`src/rtl/hbt_pkg.sv`:
```
package hbt_pkg;
  typedef enum logic [1:0] {
    BK_NONE  = 2'd0,
    BK_BEAT  = 2'd1,
    BK_FAULT = 2'd2
  } burst_kind_e;
endpackage

```
`src/rtl/hbt_burst_rx.sv`:
```
module hbt_burst_rx
  import hbt_pkg::*;
#(
  parameter int GAP_LIM = 8,
  parameter int HB_DET  = 20,
  parameter int FT_DET  = 60
) (
  input  logic        clk,
  input  logic        rst_n,
  input  logic        pulse_evt,
  output logic        cls_stb,
  output burst_kind_e cls_kind
);
  localparam int GW = $clog2(GAP_LIM + 1);
  localparam int CW = $clog2(FT_DET + 1);
  localparam logic [GW-1:0] GAP_L = GW'(GAP_LIM);
  localparam logic [CW-1:0] HB_L  = CW'(HB_DET);
  localparam logic [CW-1:0] FT_L  = CW'(FT_DET);

  logic          active_q, active_d;
  logic [GW-1:0] gap_q, gap_d;
  logic [CW-1:0] cnt_q, cnt_d;
  logic          end_w;
  burst_kind_e   kind_w;

  assign end_w = active_q && !pulse_evt && (gap_q == GAP_L);

  always_comb begin
    kind_w = BK_NONE;
    if (cnt_q >= FT_L)      kind_w = BK_FAULT;
    else if (cnt_q >= HB_L) kind_w = BK_BEAT;
  end

  assign cls_stb  = end_w && (kind_w != BK_NONE);
  assign cls_kind = end_w ? kind_w : BK_NONE;

  always_comb begin
    active_d = active_q;
    gap_d    = gap_q;
    cnt_d    = cnt_q;
    if (pulse_evt) begin
      active_d = 1'b1;
      gap_d    = '0;
      cnt_d    = (cnt_q == FT_L) ? cnt_q : cnt_q + 1'b1;
    end else if (end_w) begin
      active_d = 1'b0;
      gap_d    = '0;
      cnt_d    = '0;
    end else if (active_q) begin
      gap_d    = gap_q + 1'b1;
    end
  end

  always_ff @(posedge clk or negedge rst_n) begin
    if (!rst_n) begin
      active_q <= 1'b0;
      gap_q    <= '0;
      cnt_q    <= '0;
    end else begin
      active_q <= active_d;
      gap_q    <= gap_d;
      cnt_q    <= cnt_d;
    end
  end

  AST_CNT_RESTART: assert property (@(posedge clk) disable iff (!rst_n)
    end_w |=> (cnt_q == '0));
  AST_CNT_HOLD_IN_GAP: assert property (@(posedge clk) disable iff (!rst_n)
    (active_q && !pulse_evt && !end_w) |=> $stable(cnt_q));
  AST_END_NEEDS_QUIET: assert property (@(posedge clk) disable iff (!rst_n)
    cls_stb |-> !pulse_evt && active_q);
endmodule

```
`src/rtl/hbt_beat_mon.sv`:
```
module hbt_beat_mon
  import hbt_pkg::*;
#(
  parameter int FAST_MS = 200,
  parameter int MISS_MS = 1000
) (
  input  logic        clk,
  input  logic        rst_n,
  input  logic        ms_tick,
  input  logic        cls_stb,
  input  burst_kind_e cls_kind,
  input  logic        flag_clr,
  output logic        hb_missing,
  output logic        hb_fast,
  output logic        ftone_rcvd
);
  localparam int MW = $clog2(MISS_MS + 1);
  localparam logic [MW-1:0] MISS_L = MW'(MISS_MS);
  localparam logic [MW-1:0] FAST_L = MW'(FAST_MS);

  logic [MW-1:0] ms_q, ms_d;
  logic prev_q, prev_d;
  logic miss_q, miss_d, fast_q, fast_d, ft_q, ft_d;
  logic beat_w, fault_w, miss_set, fast_set;

  assign beat_w  = cls_stb && (cls_kind == BK_BEAT);
  assign fault_w = cls_stb && (cls_kind == BK_FAULT);

  always_comb begin
    ms_d = ms_q;
    if (beat_w) ms_d = '0;
    else if (ms_tick && (ms_q < MISS_L)) ms_d = ms_q + 1'b1;
  end

  assign miss_set = !beat_w && ms_tick && (ms_q == MISS_L - 1'b1);
  assign fast_set = beat_w && prev_q && (ms_q < FAST_L);

  always_comb begin
    prev_d = prev_q | beat_w;
    miss_d = miss_set | (miss_q & ~flag_clr);
    fast_d = fast_set | (fast_q & ~flag_clr);
    ft_d   = fault_w  | (ft_q   & ~flag_clr);
  end

  always_ff @(posedge clk or negedge rst_n) begin
    if (!rst_n) begin
      ms_q   <= '0;
      prev_q <= 1'b0;
      miss_q <= 1'b0;
      fast_q <= 1'b0;
      ft_q   <= 1'b0;
    end else begin
      ms_q   <= ms_d;
      prev_q <= prev_d;
      miss_q <= miss_d;
      fast_q <= fast_d;
      ft_q   <= ft_d;
    end
  end

  assign hb_missing = miss_q;
  assign hb_fast    = fast_q;
  assign ftone_rcvd = ft_q;

  AST_FLAG_STICKY: assert property (@(posedge clk) disable iff (!rst_n)
    (fast_q && !flag_clr) |=> fast_q);
  AST_CLEAR_ALL: assert property (@(posedge clk) disable iff (!rst_n)
    (flag_clr && !cls_stb && !ms_tick) |=> !(miss_q || fast_q || ft_q));
  AST_MISS_ON_TICK: assert property (@(posedge clk) disable iff (!rst_n)
    $rose(miss_q) |-> $past(ms_tick));
  AST_FAST_ON_BEAT: assert property (@(posedge clk) disable iff (!rst_n)
    $rose(fast_q) |-> $past(beat_w));
  AST_TIMER_BOUND: assert property (@(posedge clk) disable iff (!rst_n)
    ms_q <= MISS_L);
endmodule

```
`src/rtl/hbt_burst_tx.sv`:
```
module hbt_burst_tx #(
  parameter int HB_TX        = 30,
  parameter int FT_TX        = 90,
  parameter int HB_PER_MS    = 400,
  parameter int FT_PER_MS    = 50,
  parameter int PULSE_SP_CYC = 460,
  parameter int PULSE_HI_CYC = 40
) (
  input  logic clk,
  input  logic rst_n,
  input  logic ms_tick,
  input  logic tx_en,
  input  logic fault_pend,
  output logic tx_pulse
);
  localparam int PMAX = (HB_PER_MS > FT_PER_MS) ? HB_PER_MS : FT_PER_MS;
  localparam int NMAX = (HB_TX > FT_TX) ? HB_TX : FT_TX;
  localparam int PW   = $clog2(PMAX + 1);
  localparam int RW   = $clog2(NMAX + 1);
  localparam int HW   = $clog2(PULSE_SP_CYC + 1);
  localparam logic [PW-1:0] HB_LIM = PW'(HB_PER_MS - 1);
  localparam logic [PW-1:0] FT_LIM = PW'(FT_PER_MS - 1);
  localparam logic [PW-1:0] P_TOP  = PW'(PMAX - 1);
  localparam logic [RW-1:0] HB_N   = RW'(HB_TX);
  localparam logic [RW-1:0] FT_N   = RW'(FT_TX);
  localparam logic [HW-1:0] SP_END = HW'(PULSE_SP_CYC - 1);
  localparam logic [HW-1:0] HI_L   = HW'(PULSE_HI_CYC);

  logic [PW-1:0] pc_q, pc_d;
  logic          busy_q, busy_d;
  logic [RW-1:0] rem_q, rem_d;
  logic [HW-1:0] ph_q, ph_d;
  logic [PW-1:0] lim_w;
  logic          start_w;

  assign lim_w   = fault_pend ? FT_LIM : HB_LIM;
  assign start_w = tx_en && ms_tick && !busy_q && (pc_q >= lim_w);

  always_comb begin
    pc_d = pc_q;
    if (!tx_en)                pc_d = '0;
    else if (ms_tick) begin
      if (start_w)             pc_d = '0;
      else if (pc_q < P_TOP)   pc_d = pc_q + 1'b1;
    end
  end

  always_comb begin
    busy_d = busy_q;
    rem_d  = rem_q;
    ph_d   = ph_q;
    if (start_w) begin
      busy_d = 1'b1;
      rem_d  = fault_pend ? FT_N : HB_N;
      ph_d   = '0;
    end else if (busy_q) begin
      if (ph_q == SP_END) begin
        ph_d = '0;
        if (rem_q == RW'(1)) begin
          busy_d = 1'b0;
          rem_d  = '0;
        end else begin
          rem_d  = rem_q - 1'b1;
        end
      end else begin
        ph_d = ph_q + 1'b1;
      end
    end
  end

  always_ff @(posedge clk or negedge rst_n) begin
    if (!rst_n) begin
      pc_q   <= '0;
      busy_q <= 1'b0;
      rem_q  <= '0;
      ph_q   <= '0;
    end else begin
      pc_q   <= pc_d;
      busy_q <= busy_d;
      rem_q  <= rem_d;
      ph_q   <= ph_d;
    end
  end

  assign tx_pulse = busy_q && (ph_q < HI_L);

  AST_TX_LOAD: assert property (@(posedge clk) disable iff (!rst_n)
    $rose(busy_q) |-> ((rem_q == HB_N) || (rem_q == FT_N)));
  AST_TX_START_GATED: assert property (@(posedge clk) disable iff (!rst_n)
    $rose(busy_q) |-> ($past(tx_en) && $past(ms_tick)));
  AST_TX_REM_LIVE: assert property (@(posedge clk) disable iff (!rst_n)
    busy_q |-> (rem_q != '0));
  AST_TX_PERIOD_IDLE: assert property (@(posedge clk) disable iff (!rst_n)
    !tx_en |=> (pc_q == '0));
endmodule

```
`src/rtl/hb_tone_supervisor.sv`:
```
module hb_tone_supervisor
  import hbt_pkg::*;
#(
  parameter int PULSE_SP_CYC = 460,
  parameter int PULSE_HI_CYC = 40,
  parameter int HB_DET       = 20,
  parameter int FT_DET       = 60,
  parameter int HB_TX        = 30,
  parameter int FT_TX        = 90,
  parameter int HB_PER_MS    = 400,
  parameter int FT_PER_MS    = 50,
  parameter int FAST_MS      = 200,
  parameter int MISS_MS      = 1000
) (
  input  logic clk,
  input  logic rst_n,
  input  logic pulse_evt,
  input  logic ms_tick,
  input  logic flag_clr,
  input  logic tx_en,
  input  logic fault_pend,
  output logic hb_missing,
  output logic hb_fast,
  output logic ftone_rcvd,
  output logic tx_pulse
);
  localparam int GAP_LIM = 2 * PULSE_SP_CYC;

  logic        cls_stb;
  burst_kind_e cls_kind;

  hbt_burst_rx #(
    .GAP_LIM (GAP_LIM),
    .HB_DET  (HB_DET),
    .FT_DET  (FT_DET)
  ) i_rx (
    .clk       (clk),
    .rst_n     (rst_n),
    .pulse_evt (pulse_evt),
    .cls_stb   (cls_stb),
    .cls_kind  (cls_kind)
  );

  hbt_beat_mon #(
    .FAST_MS (FAST_MS),
    .MISS_MS (MISS_MS)
  ) i_mon (
    .clk        (clk),
    .rst_n      (rst_n),
    .ms_tick    (ms_tick),
    .cls_stb    (cls_stb),
    .cls_kind   (cls_kind),
    .flag_clr   (flag_clr),
    .hb_missing (hb_missing),
    .hb_fast    (hb_fast),
    .ftone_rcvd (ftone_rcvd)
  );

  hbt_burst_tx #(
    .HB_TX        (HB_TX),
    .FT_TX        (FT_TX),
    .HB_PER_MS    (HB_PER_MS),
    .FT_PER_MS    (FT_PER_MS),
    .PULSE_SP_CYC (PULSE_SP_CYC),
    .PULSE_HI_CYC (PULSE_HI_CYC)
  ) i_tx (
    .clk        (clk),
    .rst_n      (rst_n),
    .ms_tick    (ms_tick),
    .tx_en      (tx_en),
    .fault_pend (fault_pend),
    .tx_pulse   (tx_pulse)
  );

  AST_FLAGS_QUIET_IN_RESET: assert property (@(posedge clk)
    !rst_n |-> !(hb_missing || hb_fast || ftone_rcvd || tx_pulse));
endmodule

```
`config.mk`:
```
export PLATFORM = sky130hd
export DESIGN_NAME = hb_tone_supervisor
export DESIGN_NICKNAME = d
export VERILOG_FILES = /design/src/rtl/hbt_pkg.sv /design/src/rtl/hbt_burst_rx.sv /design/src/rtl/hbt_beat_mon.sv /design/src/rtl/hbt_burst_tx.sv /design/src/rtl/hb_tone_supervisor.sv
export SDC_FILE = /design/constraint.sdc
export NUM_CORES = 1
export LEC_CHECK = 0
export ABC_AREA = 1
export BUFFER_PORTS_ARGS = -buffer_cell sky130_fd_sc_hd__buf_2
export CAP_MARGIN = 20
export CELL_PAD_IN_SITES_DETAIL_PLACEMENT = 1
export CELL_PAD_IN_SITES_GLOBAL_PLACEMENT = 1
export CORE_MARGIN = 4
export CORE_UTILIZATION = 48
export CTS_BUF_LIST = sky130_fd_sc_hd__clkbuf_4 sky130_fd_sc_hd__clkbuf_8
export CTS_CLUSTER_DIAMETER = 60
export DETAILED_ROUTE_END_ITERATION = 8
export GPL_ROUTABILITY_DRIVEN = 0
export GPL_TIMING_DRIVEN = 0
export HOLD_SLACK_MARGIN = 0.06
export MAX_ROUTING_LAYER = met4
export PLACE_DENSITY = 0.82
export SLEW_MARGIN = 20
export SYNTH_ARGS = -nofsm -noshare
export SYNTH_HDL_FRONTEND = slang
export SYNTH_HIERARCHICAL = 1
export SYNTH_SLANG_ARGS = --single-unit
```
`constraint.sdc`:
```
create_clock -name clk -period 2.3 [get_ports clk]
set_input_delay 0.345 -clock clk [delete_from_list [all_inputs] [get_ports clk]]
set_output_delay 0.345 -clock clk [all_outputs]
set_load 0.02 [all_outputs]
```
# After elaboration in Yosys (flattened, before gate mapping)

Cells that the tools add are included.

Add/subtract/negate cells: 6
$mul: 0
Div/mod/pow operators: 0
$lt $le $gt $ge: 7
Equality and inequality tests: 10
Shifts and indexed selects: 0
Muxes and demuxes: 30
Bitwise operators: 8
Reductions and logical operators: 26

Operator list:

| kind                    | count |
|---|---|
| $mux W9                 | 8 |
| $mux W10                | 5 |
| $mux W7                 | 5 |
| $add A10 B1 Y10 const B | 2 |
| $eq A10 B10 Y1 const B  | 2 |
| $add A9 B1 Y9 const B   | 2 |
| $mux W6                 | 3 |
| $logic_and A1 B1 Y1     | 14 |
| $lt A10 B10 Y1 const B  | 1 |
| $lt A10 B8 Y1 const B   | 1 |
| $reduce_bool A2 Y1      | 5 |
| $eq A9 B9 Y1 const B    | 1 |
| $ge A9 B9 Y1            | 1 |
| $lt A9 B6 Y1 const B    | 1 |
| $lt A9 B9 Y1 const B    | 1 |
| $eq A7 B1 Y1 const B    | 1 |
| $mux W1                 | 7 |
| $sub A7 B1 Y7 const B   | 1 |
| $add A6 B1 Y6 const B   | 1 |
| $eq A6 B6 Y1 const B    | 1 |
| $ge A6 B5 Y1 const B    | 1 |
| $ge A6 B6 Y1 const B    | 1 |
| $reduce_and A2 Y1       | 3 |
| $mux W2                 | 2 |
| 9 further kinds         | 17 |

Flip-flop bits (word level): 57
Latch bits: 0
RAM bits: 0
Bits in read-only memories: 0
Bits of input ports: 7
Output and inout bits: 4
Word-level logic and storage cells: 99
Memories kept: 0

# Longest topological paths before layout

Word-level depth: 10
Depth in mapped cells: 13
Gate-level depth less buffers: 13

# By module

Netlist, hierarchy kept.

By module, submodules not included:

| module       | instances | cells an instance | area each (µm²) | sequential area each (µm²) |
|---|---|---|---|---|
| hbt_burst_tx | 1         | 257               | 1,853.0         | 650.6 |
| hbt_burst_rx | 1         | 146               | 1,116.1         | 425.4 |
| hbt_beat_mon | 1         | 107               | 820.8           | 350.3 |

# Worst setup path before layout

OpenSTA, ideal clock, no wires.

Kind: reg2reg
Start point: register i_rx.gap_q[0]
End point: register i_mon.prev_q
Library setup time: 0.127 ns
Arrival: 1.854 ns
Required time: 2.173 ns
Path slack: 0.319 ns
Stages on the path, launching flop included: 12
Buffers on the path: 1
Period minus slack after synthesis: 1.981 ns
Cell sequence: dfrtp_1 inv_1 ha_1 nand2_1 nor2_2 nand4_4 nor4_2 inv_1 nand3_1 buf_4 inv_1 or2_2

Longest elaborated chain between the ends: 6
Elaborated cells on any way between the ends: 7
Classes of those cells: eq/ne (2); mux (1); bitwise (1); reduce/logical (3)

Ends and longest elaborated chain:

| element                | line                     | source |
|---|---|---|
| start, declared        | hbt_burst_rx.sv:21       | `logic [GW-1:0] gap_q, gap_d;` |
| start signal, assigned | hbt_burst_rx.sv:61       | `gap_q <= gap_d;` |
| $eq A10 B10 Y1         | hbt_burst_rx.sv:26       | `assign end_w = active_q && !pulse_evt && (gap_q == GAP_L);` |
| $logic_and A1 B1 Y1    | hbt_burst_rx.sv:26       |  |
| $mux W2                | hbt_burst_rx.sv:35       | `assign cls_kind = end_w ? kind_w : BK_NONE;` |
| net cls_kind[1]        | hb_tone_supervisor.sv:30 | `burst_kind_e cls_kind;` |
| $eq A2 B1 Y1           | hbt_beat_mon.sv:26       | `assign beat_w = cls_stb && (cls_kind == BK_BEAT);` |
| $logic_and A1 B1 Y1    | hbt_beat_mon.sv:26       |  |
| $or A1 B1 Y1           | hbt_beat_mon.sv:39       | `prev_d = prev_q \| beat_w;` |
| net i_mon.prev_d       | hbt_beat_mon.sv:22       | `logic prev_q, prev_d;` |
| end signal, assigned   | hbt_beat_mon.sv:54       | `prev_q <= prev_d;` |
| end, declared          | hbt_beat_mon.sv:22       |  |

The timed path passes the listed nets, and every way through them passes these cells.
A chain may end at the register's enable or synchronous reset.

# Final worst setup path

Ends and elaborated chain as after synthesis.

==> results.yml <==
outcome:
  status: "completed"
floorplan:
  num_rows: 32
  core_area_mm2: 0.00769
  ios: 11
  die-area_mm2: 0.00938
  die_h_um: 96.9
  initial_core_util: 0.493
  die_w_um: 96.9
synthesis:
  synth_common_cells: "139 x nand2_1, 67 x inv_1, 57 x dfrtp_1"
  syn_inst: 510
  yosys_warnings: 6
  synth_flop_cell: "dfrtp_1"
  synth-edff-count: 0
  synth.net_count: 533
  ys_types: 41
  synthTopCellsByArea: "dfrtp_1 38%, nand2_1 14%, inv_1 6.6%, nand3_1 6.6%, ha_1 5.3%"
  syn_area_mm2: 0.00379
  ys_seq_area_frac: 0.376
  synth_most_common_cell: "nand2_1"
  synth-seq-cells: 57
  syn_avg_cell_area_um2: 7.43
  ys_async_sr_fraction: 1.00
  synth_top_area_cell: "dfrtp_1"
  synth_top_area_frac: 0.376
sta:
  holdWs_ps: 74.9
  tns_ps: 0
  finalMaxSlewViolations: 0
  hold_violations: 0
  worst_pin_slew_ps: 740
  rsz0062_at_grt: "false"
  fin_crit_sh: 0.937
  final-setup-viol-count: 0
  maxSlewHeadroom: 0.506
  clock.fmax_mhz: 464
  post-route-min-period_ps: 2150
  fin_skew_ps: 10.1
global_route:
  grt_remaining_overflow: 0
  track_usage: 0.210
  grt_pass1_vias: 3568
  antenna_found_initial: 0
  grt_max_degree: 58
  grt_pass1_wl_um: 16100
cells_and_area:
  fillers: 985
  area_growth_pct: 11.4
  fin_area_mm2: 0.00422
  nNetsFinal: 555
  seqCellArea_mm2: 0.00143
  final_core_util: 0.549
  drive_above_1_share: 0.153
  multi_input_area_mm2: 0.00203
  diodes: 0
worst_setup_path:
  cp.depth: 11
  cp_cell_sequence: "inv_1 -> ha_1 -> nand2_1 -> nor2_4 -> nand4_4 -> nor4_4 -> inv_1 -> nand3_2 -> buf_6 -> inv_1 -> or2_2"
  cp.arrival_ps: 2370
  critical_path_class: "reg -> reg"
  path_common_cell: "inv_1"
  critPathLaunch: "i_rx/gap_q[0]"
  worst_r2r_path_depth: 11
  reg2reg_setup_slack_ps: 150
  slowest_stage: "dfrtp_2"
  endpoint: "i_mon/prev_q"
  slowest_delay_ps: 460
  path_max_fanout: 10
  startpoint_type: "flop"
  required_ps: 2520
  cp_top_family: "simple AND/OR/NAND/NOR gates"
  end_kind: "flop"
  worst-path-buf-inv: 4
  reg2reg_from: "i_rx/gap_q[0]"
  r2r-end: "i_mon/prev_q"
clock_network:
  path_clk_slew_ps: 70
  htree_levels: 3
  cts_sinks: 57
  clkLatencyLatePin_ps: 330
  clockBufferDepth: 2
  cts_tree: "yes"
  cts_hold_buf: 0
  cts_buffers: 9
  root_buffer: "clkbuf_8"
power:
  power.total_mw: 2.53
  power_density_mw_per_mm2: 600
  max-vdd-ir-drop_mv: 0.373
  leakagePower_nw: 2.15
drt:
  vias: 3364
  post_drt_via_cell_ratio: 5.26
  drtPass1Iterations: 4
  drc: 0
  drt_iter0_drc: 142
  wl_per_cell_um: 14.1
  ant_nets: 0
  routed_wl_um: 9020
min_path:
  holdCritPathClass: "in -> async"
job:
  cap_violations: 0
place:
  dp.final_hpwl_um: 6530
  dpl-instance-area_mm2: 0.00397
  numPortBuffers: 10
-- area by class of cell --
type / count / area share
multi-input combinational: 372 / 0.481
clock inverter: 2 / 0.00830
tap: 102 / 0.0302
inverter: 74 / 0.0670
timing repair buffer: 11 / 0.0142
sequential: 57 / 0.338
clock buffer: 14 / 0.0427
buffer: 7 / 0.0184
-- stage by stage --
step                worst slack [ps]  instances
finish                           145        639
global route                    1.52        639
CTS                             5.60        639
detailed placement             -3.92        622
global placement                74.2        622
floorplan                        319        510
-- how the worst min path moves through the flow --
stage / from / endpoint / slack (ps)
6_report: rst_n / i_tx/pc_q[4] / 70
5_1_grt: rst_n / i_mon/ms_q[1] / 120
4_1_cts: rst_n / i_tx/pc_q[2] / 100
3_5_place_dp: rst_n / i_tx/pc_q[2] / 460
3_3_place_gp: i_mon/prev_q / i_mon/prev_q / 460
2_1_floorplan: rst_n / i_mon/ftone_rcvd / 50
-- report_power, final --
part	switching, mW	internal (mW)
combinational	0.232	0.139
clock	0.385	0.612
sequential	0.0912	1.07
-- worst reg2reg max path, delay by kind of cell, from the launching register on --
family                     cells  cell delay [ps]
and+or+nand+nor                6              960
adders and majority gates      1              150
DFF                            1              460
buffers and inverters          4              460
-- placed cells by master (no fill, tap or decap), types with 12 or more instances in the layout --
cell / netlist / layout
a21oi_1: 14 / 14
clkbuf_8: 1 / 13
dfrtp_1: 57 / 56
ha_1: 16 / 16
inv_1: 67 / 67
nand2_1: 139 / 139
nand3_1: 50 / 49
nand4_1: 17 / 17
nor2_1: 41 / 41
o21ai_0: 15 / 15
xor2_1: 12 / 12
-- logic make-up (layout without fill, tap and decap cells) --
group           Yosys count  in the layout  synth area share
compound gates           49             49            0.0769
xor+xnor                 14             14            0.0324
flops                    57             57             0.376
simple gates            293            293             0.367
fa+ha+maj                16             16            0.0528
buf+inv                  81            108            0.0941
-- sequential cells by signal (all words and copies together) (netlist names) --
| register | cells |
|---|---|
| i_rx/cnt_q | 6 |
| i_tx/busy_q | 1 |
| i_tx/ph_q | 9 |
| i_rx/gap_q | 10 |
| i_mon/hb_fast | 1 |
| i_mon/ms_q | 10 |
| i_tx/rem_q | 7 |
| i_rx/active_q | 1 |
| i_mon/prev_q | 1 |
| i_mon/hb_missing | 1 |
| i_tx/pc_q | 9 |
| i_mon/ftone_rcvd | 1 |
-- per-layer routing --
metal / track usage / vias up / routed length [um]
li1: - / 1689 / -
met1: 0.246 / 1641 / 4010
met2: 0.368 / 25 / 4720
met3: 0.0375 / 9 / 177
met4: 0.0626 / 0 / 114
met5: - / - / 0
-- what timing repair did --
action | 4_1_cts | 5_1_grt
endpoints found under the setup margin | 2 | 4
buffers inserted | 1 | 0
resized for setup | 1 | 5
pin swaps | 1 | 0
No activity file was read; power rests on OpenSTA's default activity.
